## src/rtl/cfgwin_pkg.sv

```systemverilog
package cfgwin_pkg;
  localparam int unsigned CAP_OFS = 0;
  localparam int unsigned CFG_OFS = 4;

  localparam int unsigned CAP_PRESENT_BIT = 0;
  localparam int unsigned CAP_NBITS       = 4;

  localparam int unsigned CFG_EN_BIT      = 1;
  localparam int unsigned CFG_INTENC_BIT  = 2;
  localparam int unsigned CFG_COREENC_BIT = 3;

  typedef enum logic [1:0] {
    SEL_CAP  = 2'd0,
    SEL_CFG  = 2'd1,
    SEL_NONE = 2'd2
  } win_sel_e;
endpackage

```

## src/rtl/cfgwin_decode.sv

```systemverilog
module cfgwin_decode
  import cfgwin_pkg::*;
#(
  parameter int unsigned ADDR_W = 12
) (
  input  logic [ADDR_W-1:0] addr,
  output win_sel_e          sel
);
  localparam logic [ADDR_W-1:0] CAP_A = ADDR_W'(CAP_OFS);
  localparam logic [ADDR_W-1:0] CFG_A = ADDR_W'(CFG_OFS);

  always_comb begin
    if (addr == CAP_A)      sel = SEL_CAP;
    else if (addr == CFG_A) sel = SEL_CFG;
    else                    sel = SEL_NONE;
  end
endmodule

```

## src/rtl/cfgwin_cap.sv

```systemverilog
module cfgwin_cap
  import cfgwin_pkg::*;
#(
  parameter int unsigned DATA_W  = 32,
  parameter bit          HAS_EXT = 1'b1
) (
  output logic [DATA_W-1:0] cap_word
);
  generate
    if (HAS_EXT) begin : g_present
      always_comb begin
        cap_word = '0;
        for (int b = 0; b < int'(CAP_NBITS); b++) cap_word[b] = 1'b1;
      end
    end else begin : g_absent
      assign cap_word = '0;
    end
  endgenerate
endmodule

```

## src/rtl/cfgwin_cfg_reg.sv

```systemverilog
module cfgwin_cfg_reg
  import cfgwin_pkg::*;
#(
  parameter int unsigned DATA_W  = 32,
  parameter bit          HAS_EXT = 1'b1
) (
  input  logic              clk,
  input  logic              rst_n,
  input  logic              wr_stb,
  input  logic [DATA_W-1:0] wr_data,
  input  logic [DATA_W-1:0] cap_word,
  output logic [DATA_W-1:0] cfg_word,
  output logic              wr_refused
);
  logic [DATA_W-1:0] stored_q;
  logic [DATA_W-1:0] force_mask;

  generate
    if (HAS_EXT) begin : g_free
      assign force_mask = '0;
    end else begin : g_forced
      always_comb begin
        force_mask = '0;
        force_mask[CFG_EN_BIT] = 1'b1;
      end
    end
  endgenerate

  assign cfg_word   = stored_q | force_mask;
  assign wr_refused = cfg_word[CFG_EN_BIT] && (wr_data != '0);

  always_ff @(posedge clk or negedge rst_n) begin
    if (!rst_n)                     stored_q <= '0;
    else if (wr_stb && !wr_refused) stored_q <= wr_data & cap_word;
  end
endmodule

```

## src/rtl/cfgwin_rsp.sv

```systemverilog
module cfgwin_rsp #(
  parameter int unsigned DATA_W = 32
) (
  input  logic              clk,
  input  logic              rst_n,
  input  logic              take,
  input  logic              err_in,
  input  logic [DATA_W-1:0] data_in,
  input  logic              rsp_ready,
  output logic              rsp_valid,
  output logic              rsp_err,
  output logic [DATA_W-1:0] rsp_data,
  output logic              req_ready
);
  assign req_ready = !rsp_valid;

  always_ff @(posedge clk or negedge rst_n) begin
    if (!rst_n) begin
      rsp_valid <= 1'b0;
      rsp_err   <= 1'b0;
      rsp_data  <= '0;
    end else if (take) begin
      rsp_valid <= 1'b1;
      rsp_err   <= err_in;
      rsp_data  <= data_in;
    end else if (rsp_valid && rsp_ready) begin
      rsp_valid <= 1'b0;
    end
  end
endmodule

```

## src/rtl/cfgwin_top.sv

```systemverilog
module cfgwin_top
  import cfgwin_pkg::*;
#(
  parameter int unsigned ADDR_W  = 12,
  parameter int unsigned DATA_W  = 32,
  parameter bit          HAS_EXT = 1'b1
) (
  input  logic              clk,
  input  logic              rst_n,
  input  logic              req_valid,
  output logic              req_ready,
  input  logic              req_write,
  input  logic [ADDR_W-1:0] req_addr,
  input  logic [DATA_W-1:0] req_wdata,
  output logic              rsp_valid,
  input  logic              rsp_ready,
  output logic              rsp_err,
  output logic [DATA_W-1:0] rsp_data,
  output logic              cfg_enable,
  output logic              cfg_int_encode,
  output logic              cfg_core_encode
);
  win_sel_e          sel;
  logic [DATA_W-1:0] cap_word;
  logic [DATA_W-1:0] cfg_word;
  logic              refused;
  logic              take;
  logic              err_c;
  logic [DATA_W-1:0] data_c;

  cfgwin_decode #(.ADDR_W(ADDR_W)) u_dec (
    .addr (req_addr),
    .sel  (sel)
  );

  cfgwin_cap #(.DATA_W(DATA_W), .HAS_EXT(HAS_EXT)) u_cap (
    .cap_word (cap_word)
  );

  assign take = req_valid && req_ready;

  cfgwin_cfg_reg #(.DATA_W(DATA_W), .HAS_EXT(HAS_EXT)) u_cfg (
    .clk        (clk),
    .rst_n      (rst_n),
    .wr_stb     (take && req_write && (sel == SEL_CFG)),
    .wr_data    (req_wdata),
    .cap_word   (cap_word),
    .cfg_word   (cfg_word),
    .wr_refused (refused)
  );

  always_comb begin
    err_c  = 1'b0;
    data_c = '0;
    unique case (sel)
      SEL_CAP: begin
        err_c = req_write;
        if (!req_write) data_c = cap_word;
      end
      SEL_CFG: begin
        err_c = req_write && refused;
        if (!req_write) data_c = cfg_word;
      end
      default: err_c = 1'b1;
    endcase
  end

  cfgwin_rsp #(.DATA_W(DATA_W)) u_rsp (
    .clk       (clk),
    .rst_n     (rst_n),
    .take      (take),
    .err_in    (err_c),
    .data_in   (data_c),
    .rsp_ready (rsp_ready),
    .rsp_valid (rsp_valid),
    .rsp_err   (rsp_err),
    .rsp_data  (rsp_data),
    .req_ready (req_ready)
  );

  assign cfg_enable      = cfg_word[CFG_EN_BIT];
  assign cfg_int_encode  = cfg_word[CFG_INTENC_BIT];
  assign cfg_core_encode = cfg_word[CFG_COREENC_BIT];
endmodule

```

## config.mk

```make
export PLATFORM = sky130hd
export DESIGN_NAME = cfgwin_top
export DESIGN_NICKNAME = d
export VERILOG_FILES = /design/src/rtl/cfgwin_pkg.sv /design/src/rtl/cfgwin_decode.sv /design/src/rtl/cfgwin_cap.sv /design/src/rtl/cfgwin_cfg_reg.sv /design/src/rtl/cfgwin_rsp.sv /design/src/rtl/cfgwin_top.sv
export SDC_FILE = /design/constraint.sdc
export NUM_CORES = 1
export LEC_CHECK = 0
export ABC_AREA = 0
export BUFFER_PORTS_ARGS = -buffer_cell sky130_fd_sc_hd__buf_2
export CAP_MARGIN = 30
export CORE_ASPECT_RATIO = 0.7
export CORE_MARGIN = 1.5
export CORE_UTILIZATION = 34
export CTS_BUF_LIST = sky130_fd_sc_hd__clkbuf_8
export DETAILED_ROUTE_END_ITERATION = 7
export GPL_TIMING_DRIVEN = 0
export PLACE_DENSITY = 0.8
export SLEW_MARGIN = 25
export SYNTH_ARGS = -nofsm -noshare
export SYNTH_HDL_FRONTEND = slang
export SYNTH_SLANG_ARGS = --single-unit
```

## constraint.sdc

```tcl
create_clock -name clk -period 1.5 [get_ports clk]
set_input_delay 0.3 -clock clk [delete_from_list [all_inputs] [get_ports clk]]
set_output_delay 0.3 -clock clk [all_outputs]
set_load 0.1 [all_outputs]
```

# After elaboration in Yosys (flattened, before gate mapping)
# Cells that the tools add are included.
[word_totals] word_cells=27 output_inout_bits=38 reg_bits=38 input_bits=49
[op_classes] reduce_logical=13 n_eq_ne=2 n_mux=8
[op_table] operator="nonzero test 32 bit" n=1
[op_table] operator="equality test 12 x 3 -> 1 bit, second input constant" n=1
[op_table] operator="zero test 12 bit" n=1
[op_table] operator="2-to-1 mux 4 bit" n=2
[op_table] operator="one-hot mux 4 bit (2 select lines)" n=1
[op_table] operator="logical AND 1 bit" n=7
[op_table] operator="2-to-1 mux 2 bit" n=2
[op_table] operator="equality test 2 x 1 -> 1 bit, second input constant" n=1
[op_table] operator="zero test 1 bit" n=2
[op_table] operator="zero test 2 bit" n=1
[op_table] operator="2-to-1 mux 1 bit" n=2
[op_table] operator="one-hot mux 1 bit (2 select lines)" n=1
[op_table] operator="nonzero test 2 bit" n=1

# Longest topological paths before layout
# Gate-level depths: netlist (run 1).
[depth] depth_word=6 depth_mapped=5 depth_no_buf=5

# By module
# Synthesis (run 1) repeated with hierarchy kept, for this count alone.
[unflattened] hier_cells=309 area_unflattened_um2=3661.0
[modules_own_cells] mod="cfgwin_rsp" instances=1 cells_per_inst=73 area_per_inst_um2=1413.9 seq_area_each_um2=850.8
[modules_own_cells] mod="cfgwin_cfg_reg" instances=1 cells_per_inst=118 area_per_inst_um2=1395.1 seq_area_each_um2=800.8
[modules_own_cells] mod="cfgwin_top" instances=1 cells_per_inst=78 area_per_inst_um2=554.3 seq_area_each_um2=0.0
[modules_own_cells] mod="cfgwin_cap" instances=1 cells_per_inst=34 area_per_inst_um2=247.7 seq_area_each_um2=0.0
[modules_own_cells] mod="cfgwin_decode" instances=1 cells_per_inst=6 area_per_inst_um2=50.0 seq_area_each_um2=0.0

# Worst setup path after synthesis (run 1)
# No wires, ideal clock.
[synth_path] path_type="register -> register" start="reg u_rsp.rsp_valid" end="reg u_rsp.rsp_valid" n_path_buf=0 stages_incl_launch_ff=4 setup_slack_ns=-0.777 arrival_ns=2.114 synth_period_minus_slack_ns=2.277 required_time_ns=1.337 setup_time_ns=0.163 cell_sequence="dfrtp_1 -> inv_1 -> nand2_1 -> o21ai_0"
[synth_via] elab_chain_cells=3 word_cells_on_any_way=5 cone_classes="mux: 1; reduce/logical: 4"
[synth_rtl] element="from (decl)" line="cfgwin_rsp.sv:10" source="output logic rsp_valid,"
[synth_rtl] element="from (signal assigned)" line="cfgwin_rsp.sv:19" source="rsp_valid <= 1'b0;"
[synth_rtl] element="from (signal assigned)" line="cfgwin_rsp.sv:23" source="rsp_valid <= 1'b1;"
[synth_rtl] element="from (signal assigned)" line="cfgwin_rsp.sv:27" source="rsp_valid <= 1'b0;"
[synth_rtl] element="zero test 1 bit (*)" line="cfgwin_rsp.sv:15" source="assign req_ready = !rsp_valid;"
[synth_rtl] element="named net req_ready" line="cfgwin_top.sv:11" source="output logic req_ready,"
[synth_rtl] element="logical AND 1 bit (*)" line="cfgwin_top.sv:40" source="assign take = req_valid && req_ready;"
[synth_rtl] element="2-to-1 mux 1 bit or nonzero test 2 bit (tied branches)"
# Mark *: on every way through the listed nets, which the timed path passes. The rest lies on a longest branch.
# A chain may end at the register's enable or synchronous reset.

# Worst setup path after layout (run 1)
[layout_path] start="in req_wdata[9]" end="reg u_cfg.stored_q[2] (netlist: u_cfg.cfg_word[2])"
[layout_via] elab_chain_cells=4
[layout_rtl] element="from (decl)" line="cfgwin_top.sv:14" source="input logic [DATA_W-1:0] req_wdata,"
[layout_rtl] element="nonzero test 32 bit" line="cfgwin_cfg_reg.sv:30" source="assign wr_refused = cfg_word[CFG_EN_BIT] && (wr_data != '0);"
[layout_rtl] element="logical AND 1 bit" line="cfgwin_cfg_reg.sv:30"
[layout_rtl] element="zero test 1 bit" line="cfgwin_cfg_reg.sv:34" source="else if (wr_stb && !wr_refused) stored_q <= wr_data & cap_word;"
[layout_rtl] element="logical AND 1 bit" line="cfgwin_cfg_reg.sv:34"
[layout_rtl] element="to (signal assigned)" line="cfgwin_cfg_reg.sv:34"
[layout_rtl] element="to (decl)" line="cfgwin_cfg_reg.sv:15" source="logic [DATA_W-1:0] stored_q;"
# Every way passes these cells.

==> summary.md, run 1 <==
| Metric | Value |
|---|---|
| Status | `completed` |
| DR pass1 iterations | `4` |
| Sinks on Clock Net | `10` |
| Maximum vdd drop | `365.3 uV` |
| HPWL Detailed | `1.796 mm` |
| Die width | `between 50 and 60 um` |
| Post-synthesis cell count | `a little over 80` |
| Largest net degree at the start of global routing | `11` |
| Post-synth top flop | `dfrtp_1` |
| Worst path max stage delay | `around 0.32 ns` |
| Finished Layout Cells | `195` |
| Crit share post-route | `97.35%` |
| DRT iter0 DRCs | `18` |
| Largest family of logic cells by synthesized area | `buffers and inverters` |
| Post-synth top area share | `between 30% and 40%` |
| Multiplexer share of the synthesized area | `between 5 and 6%` |
| Post-route minimum period | `approximately 1.5 ns` |
| Asr flop ratio synth | `100.0%` |
| HP Class | `input port to register` |
| Post-synth cell types | `20` |
| Wire per inst | `10.95 um` |
| R2r startpoint | `u_rsp.rsp_valid` |
| Fill count | `around 150` |
| CP max FO | `3` |
| Vias in the first global route | `808` |
| TritonCTS clock tree | `yes` |
| DRC violations left | `0` |
| Root Buffer | `clkbuf_8` |
| Post-synthesis simple-gate area fraction | `24.20%` |
| Fin nets | `about 220` |
| Critical Path Source Type | `input port` |
| Starting Density | `between 30% and 40%` |
| Fmax | `684.8 MHz` |
| Synth top cells by count | `28 x buf_4, 10 x dfrtp_1, 10 x nor4_1, 6 x nand2_1` |
| CTS Buf Count | `3` |
| PwrDens | `830.5 nW/um2` |
| Htree depth | `1` |
| Std cell rows | `13` |
| # diodes | `0` |
| Clk pin slew, worst setup/hold paths | `0.04 ns` |
| WS Path Type | `input port to register` |
| WL final | `2.135 mm` |
| Dpl cells | `189` |
| CTS Buffer Depth | `2` |
| Setup WS post-layout | `~0.04 ns` |
| Crit path from | `req_wdata[9]` |
| Ratio of cells with drive above 1 in the final layout | `61.85%` |
| Cell taking the most area after synthesis | `dfrtp_1` |
| Sequential share of the synthesized area | `33.61%` |
| DRT antenna net count | `0` |
| Crit path cell chain | `buf_2, nor4_1, nand4_1, o21ai_2, nand3_4, mux2_1` |
| Synth Cell Area | `744.5 um2` |
| Final Skew | `0.0007919 ns` |
| Setup-failing EPs final | `0` |
| Die area | `approximately 2500 um2` |
| Post-Synth Adder-Cell Area | `0%` |
| Clk_lat worst skew | `between 0.2 and 0.25 ns` |
| Fin. max-slew vios | `0` |
| GRT overflow | `0` |
| Synth Warn # | `0` |
| Initial antenna violation count | `0` |
| Pleak | `0.7427 nW` |
| GRT Overall Usage | `16.26%` |
| Post-synth EDFFs | `0` |
| Hold Startpoint | `rsp_ready` |
| Maxcap violations | `0` |
| Worst path slowest cell | `mux2_1` |
| Die Y-Extent | `42.15 um` |
| Via Count | `around 840` |
| I/O Pins | `87` |
| Number of port buffers | `58` |
| Top cells by area, synth | `dfrtp_1 34%, buf_4 28%, nor4_1 8.4%` |
| Fin. Hold Viols | `0` |
| CP Capture Type | `register` |
| Top-count cell post-synth | `buf_4` |
| Synth Area per Inst | `9.079 um2` |
| Post-synthesis compound-gate area fraction | `7.059%` |
| CORE AREA | `roughly 2000 um2` |
| Worst Path Arrival | `between 1.5 and 2 ns` |
| Flops & latches, synth | `10` |
| Post-Synth XOR/XNOR Area | `0%` |
| First-pass GRT wire length | `roughly 3.2 mm` |
| Placement Setup Slack | `-0.2095 ns` |
| Routability Congestion | `0.7625` |
| Layout area overhead | `78.82%` |
| Drt via density | `approximately 4.3` |
| Worst EP required | `1.61 ns` |
-- final timing paths --
kind | endpoint | slack (ns) | cells after the start
setup / recovery | u_cfg.cfg_word[2] | 0.04 | 6
hold / removal | u_rsp.rsp_valid | 0.27 | 2
setup reg to reg | u_cfg.cfg_word[2] | 0.10 | 4
hold reg to reg | u_rsp.rsp_data[1] | 0.47 | 2
max in group asynchronous | u_rsp.rsp_valid | 0.81 | 2
min in group asynchronous | u_rsp.rsp_data[3] | 0.47 | 2
-- timing repair --
item                                    in CTS  in global routing
hold buffers                                 1                  0
pin swaps                                    0                  6
setup buffers                                0                  2
resized for setup                            2                 13
hold endpoints to repair                    10                  0
endpoints found under the setup margin       4                  3
-- kinds of logic (layout without fill, tap and decap cells) --
kind of cell	count (synthesis)	count (layout)
other	1	28
flip-flops	10	10
buffers and inverters	29	93
AO/OA/AOI/OAI	8	8
AND/OR/NAND/NOR	30	30
multiplexers	4	4
-- metal layers --
metal	up-vias	global-route usage, %	part of all wire [%]
li1	422	-	-
met1	381	18.05	35
met2	40	31.33	58
met3	0	3.395	6.6
met4	0	3.182	0
met5	-	0	0
-- through the flow --
stage	hold slack, ns	cell area (um2)	total power [mW]	util (%)	TNS, ns
floorplan	0.004409	862.1	0.7361	-	-1.063
global placement	0.1662	1180	0.8163	60.45	-0.5154
detailed placement	0.1707	1180	0.8201	60.45	-0.7579
CTS	0.2813	1236	1.088	63.33	0
global route	0.2862	1331	1.144	68.21	-0.1339
finish	0.2744	1331	1.106	68.21	0
-- sequential cells by signal, indices dropped and copies added (netlist names) --
signal and cells:
u_rsp.rsp_err 1, u_rsp.rsp_valid 1, u_rsp.rsp_data 4, u_cfg.cfg_word 4
-- cells in the final DEF, fill, tap and decap left out, drive strengths merged --
cell type	count
buf	88
conb	28
dfrtp	10
nor4	10
nand2	6
o31ai	5
nor2b	5
nand4	3
clkbuf	3
mux2	3
and3	2
o21ai	2
nand3	2
clkinvlp	1
nor3	1
or2b	1
mux2i	1
a21oi	1
dlygate4sd3	1
-- where the power goes --
| group | switching, mW | internal, mW |
|---|---|---|
| Combinational | 0.438 | 0.122 |
| Sequential | 0.00744 | 0.278 |
| Clock | 0.0861 | 0.174 |
| Total | 0.532 | 0.574 |
-- cell type report --
cell class,count,area (um2),share of cell area [%]
Tap cell,22,27.53,2.068
Clock buffer,3,41.29,3.101
Sequential cell,10,255.2,19.17
Multi-Input combinational cell,70,471.7,35.43
Buffer,28,210.2,15.79
Timing Repair Buffer,61,317.8,23.87
Inverter,1,7.507,0.5639
-- critical path: cells and delay by family --
family	cells	cell delay, ns
AND/OR/NAND/NOR	3	0.61
AO/OA/AOI/OAI	1	0.25
multiplexers	1	0.32
buffers and inverters	1	0.09
Power figures use the tool's default switching activity.
==> run 2, diff against run 1 <==
--- a/config.mk
+++ b/config.mk
@@ -15,6 +15,7 @@
 export DETAILED_ROUTE_END_ITERATION = 7
 export GPL_TIMING_DRIVEN = 0
 export PLACE_DENSITY = 0.8
+export REMOVE_ABC_BUFFERS = 1
 export SLEW_MARGIN = 25
 export SYNTH_ARGS = -nofsm -noshare
 export SYNTH_HDL_FRONTEND = slang
==> summary.md, run 2 (synthesis results as in run 1) <==
| Metric | Value |
|---|---|
| Fin area | `1112 um2 (-16%)` |
| Maxcap violations | `0 (unchanged)` |
| Crit share post-route | `97.02% (-0.33 points)` |
| Most frequent cells in the layout | `57 x buf_2, 28 x conb_1, 10 x dfrtp_1` |
| CP max FO | `3 (unchanged)` |
| Htree depth | `1 (unchanged)` |
| WS Path Type | `input port to register` |
| Pleak | `0.5932 nW (-20%)` |
| Worst path slowest cell | `mux2_4` |
| WHS | `0.2398 ns (-0.03458 ns)` |
| Post-CTS Setup Inserts | `0 (unchanged)` |
| WHS Endpoint | `u_rsp.rsp_valid` |
| Maximum vdd drop | `301.9 uV (-17%)` |
| Starting Density | `38.14% (unchanged)` |
| Number of port buffers | `58 (unchanged)` |
| Fmax | `687.2 MHz (+0.34%)` |
| DR pass1 iterations | `4 (unchanged)` |
| Routability Congestion | `0.7176 (-5.9%)` |
| Fin. Hold Viols | `0 (unchanged)` |
| First-pass GRT wire length | `2.773 mm (-15%)` |
| Die width | `58.93 um (unchanged)` |
| Worst EP required | `1.62 ns (about the same)` |
| Std cell rows | `13 (unchanged)` |
| CORE AREA | `1952 um2 (unchanged)` |
| I/O Pins | `87 (unchanged)` |
| Flop2flop setup slack | `0.12 ns (+0.02 ns)` |
| PwrDens | `993.0 nW/um2 (+20%)` |
| CTS Buf Count | `3 (unchanged)` |
| GRT overflow | `0 (unchanged)` |
| Clk_lat worst skew | `0.23 ns (about the same)` |
| HP Class | `input port to register` |
| WL final | `1.844 mm (-14%)` |
| DRT antenna net count | `0 (unchanged)` |
| Final Skew | `0.001249 ns (+0.0004573 ns)` |
| Die area | `2484 um2 (unchanged)` |
| Layer with the highest usage | `met2` |
| DRT iter0 DRCs | `9 (-9)` |
| TritonCTS clock tree | `yes` |
| CTS Buffer Depth | `2 (unchanged)` |
| Fin. max-slew vios | `0 (unchanged)` |
| Sinks on Clock Net | `10 (unchanged)` |
| Setup-failing EPs final | `0 (unchanged)` |
| Critical Path Source Type | `input port` |
| CP Capture Type | `register` |
| GRT Overall Usage | `14.82% (-1.4 points)` |
| Reg2reg path depth | `4 (unchanged)` |
| # diodes | `0 (unchanged)` |
| Vias in the first global route | `653 (-19%)` |
| Buffers & Inverters on Critical Path | `1 (unchanged)` |
| GR met1 Demand/Resource | `16.64% (-1.4 points)` |
| Top Family by Delay on Critical Path | `simple AND/OR/NAND/NOR gates` |
| DRC violations left | `0 (unchanged)` |
| R2r startpoint | `u_rsp.rsp_valid` |
| Worst Path Arrival | `1.57 ns (about the same)` |
| Fin nets | `194 (-13%)` |
| Status | `completed` |
| Wire per inst | `11.11 um (+1.5%)` |
| Clk pin slew, worst setup/hold paths | `0.05 ns (about the same)` |
| Initial antenna violation count | `0 (unchanged)` |
| Hold Path Depth | `2 (unchanged)` |
| HPWL Detailed | `1.564 mm (-13%)` |
| Root Buffer | `clkbuf_8` |
| Via Count | `746 (-12%)` |
| Reg-to-reg endpoint | `u_cfg.cfg_word[3]` |
| Post-route minimum period | `1.455 ns (-0.004946 ns)` |
| Met2 usage in global routing | `25.33% (-6.0 points)` |
| Worst path max stage delay | `0.32 ns (about the same)` |
| Commonest non-fill, non-tap cell in the layout | `buf_2` |
| Hold Startpoint | `rsp_ready` |
| Largest net degree at the start of global routing | `11 (unchanged)` |
| Layout area overhead | `49.41%` |
| RSZ-0062 raised after global routing | `no` |
| Post-Route Utilization | `56.99% (-11 points)` |
| Placed instance area | `953.4 um2 (-19%)` |
| Crit path from | `req_wdata[0]` |
| Ratio of cells with drive above 1 in the final layout | `54.86% (-7.0 points)` |
| Die Y-Extent | `42.15 um (unchanged)` |
| GR Util met3 | `3.086% (-0.31 points)` |
| Crit path cell chain | `buf_2, nor4_2, nand4_1, o21ai_2, nand3_2, mux2_4` |
| Drt via density | `4.494 (+4.0%)` |
[run 2: changes by cell type in the layout (fill, tap and decap cells not counted), moves of 2 or more]
cell,change
nor4_1,-3
nor4_2,+4
mux2_4,+2
mux2_1,-2
dfrtp_1,+2
buf_4,-31
[run 2: area by class of cell]
| class | count | area (um2) |
|---|---|---|
| fill | 170 | 839.6 |
| multi-input combinational | 70 | 469.2 |
| timing repair buffer | 59 | 306.5 |
| sequential | 10 | 250.2 |
| clock buffer | 4 | 55.05 |
| tap | 22 | 27.53 |
| inverter | 1 | 3.754 |
[run 2: how the worst max path moves through the flow]
stage / cells past startpoint / end / slack, ns
after global routing: 6 / u_cfg.cfg_word[2] / 0.003
after CTS: 6 / u_cfg.cfg_word[0] / 0.02
after detailed placement: 6 / u_cfg.cfg_word[3] / -0.27
after floorplan: 3 / u_rsp.rsp_valid / -0.78
after global placement: 6 / u_cfg.cfg_word[3] / -0.16
final: 6 / u_cfg.cfg_word[3] / 0.04
[run 2: routing by layer]
| layer | vias to the layer above | wire length, um |
|---|---|---|
| met2 | 54 | 980 |
| met5 | - | 0 |
| met1 | 324 | 681 |
| li1 | 363 | - |
| met4 | 0 | 31 |
| met3 | 5 | 150 |
[run 2: metrics by stage]
| step | power (mW) | TNS [ns] | cells | setup WS (ns) |
|---|---|---|---|---|
| 3_5_place_dp | 0.7514 | -1.003 | 161 | -0.2690 |
| 4_1_cts | 1.092 | 0 | 166 | 0.01597 |
| 5_1_grt | 1.146 | 0 | 166 | 0.003020 |
| 6_report | 1.105 | 0 | 166 | 0.04475 |
| 3_3_place_gp | 0.7482 | -0.4638 | 161 | -0.1560 |
| 2_1_floorplan | 0.6686 | -5.419 | 81 | -0.7766 |
[run 2: what timing repair did]
action,4_1_cts,5_1_grt
gates resized for setup,1,16
pin swaps,0,7
hold endpoints to repair,10,0
hold buffers,1,0
setup endpoints to repair,3,4
[run 2: power by group]
group | internal (mW) | leakage [nW] | switching [mW] | total, mW
sequential | 0.275 | 0.133 | 0.00349 | 0.278
clock | 0.231 | 0.0288 | 0.105 | 0.335
combinational | 0.0678 | 0.432 | 0.423 | 0.491
[run 2: worst reg2reg max path: cells and delay by family, from the launching register on]
family | cells | cell delay, ns
and+or+nand+nor | 3 | 0.56
muxes | 1 | 0.32
DFF | 1 | 0.39
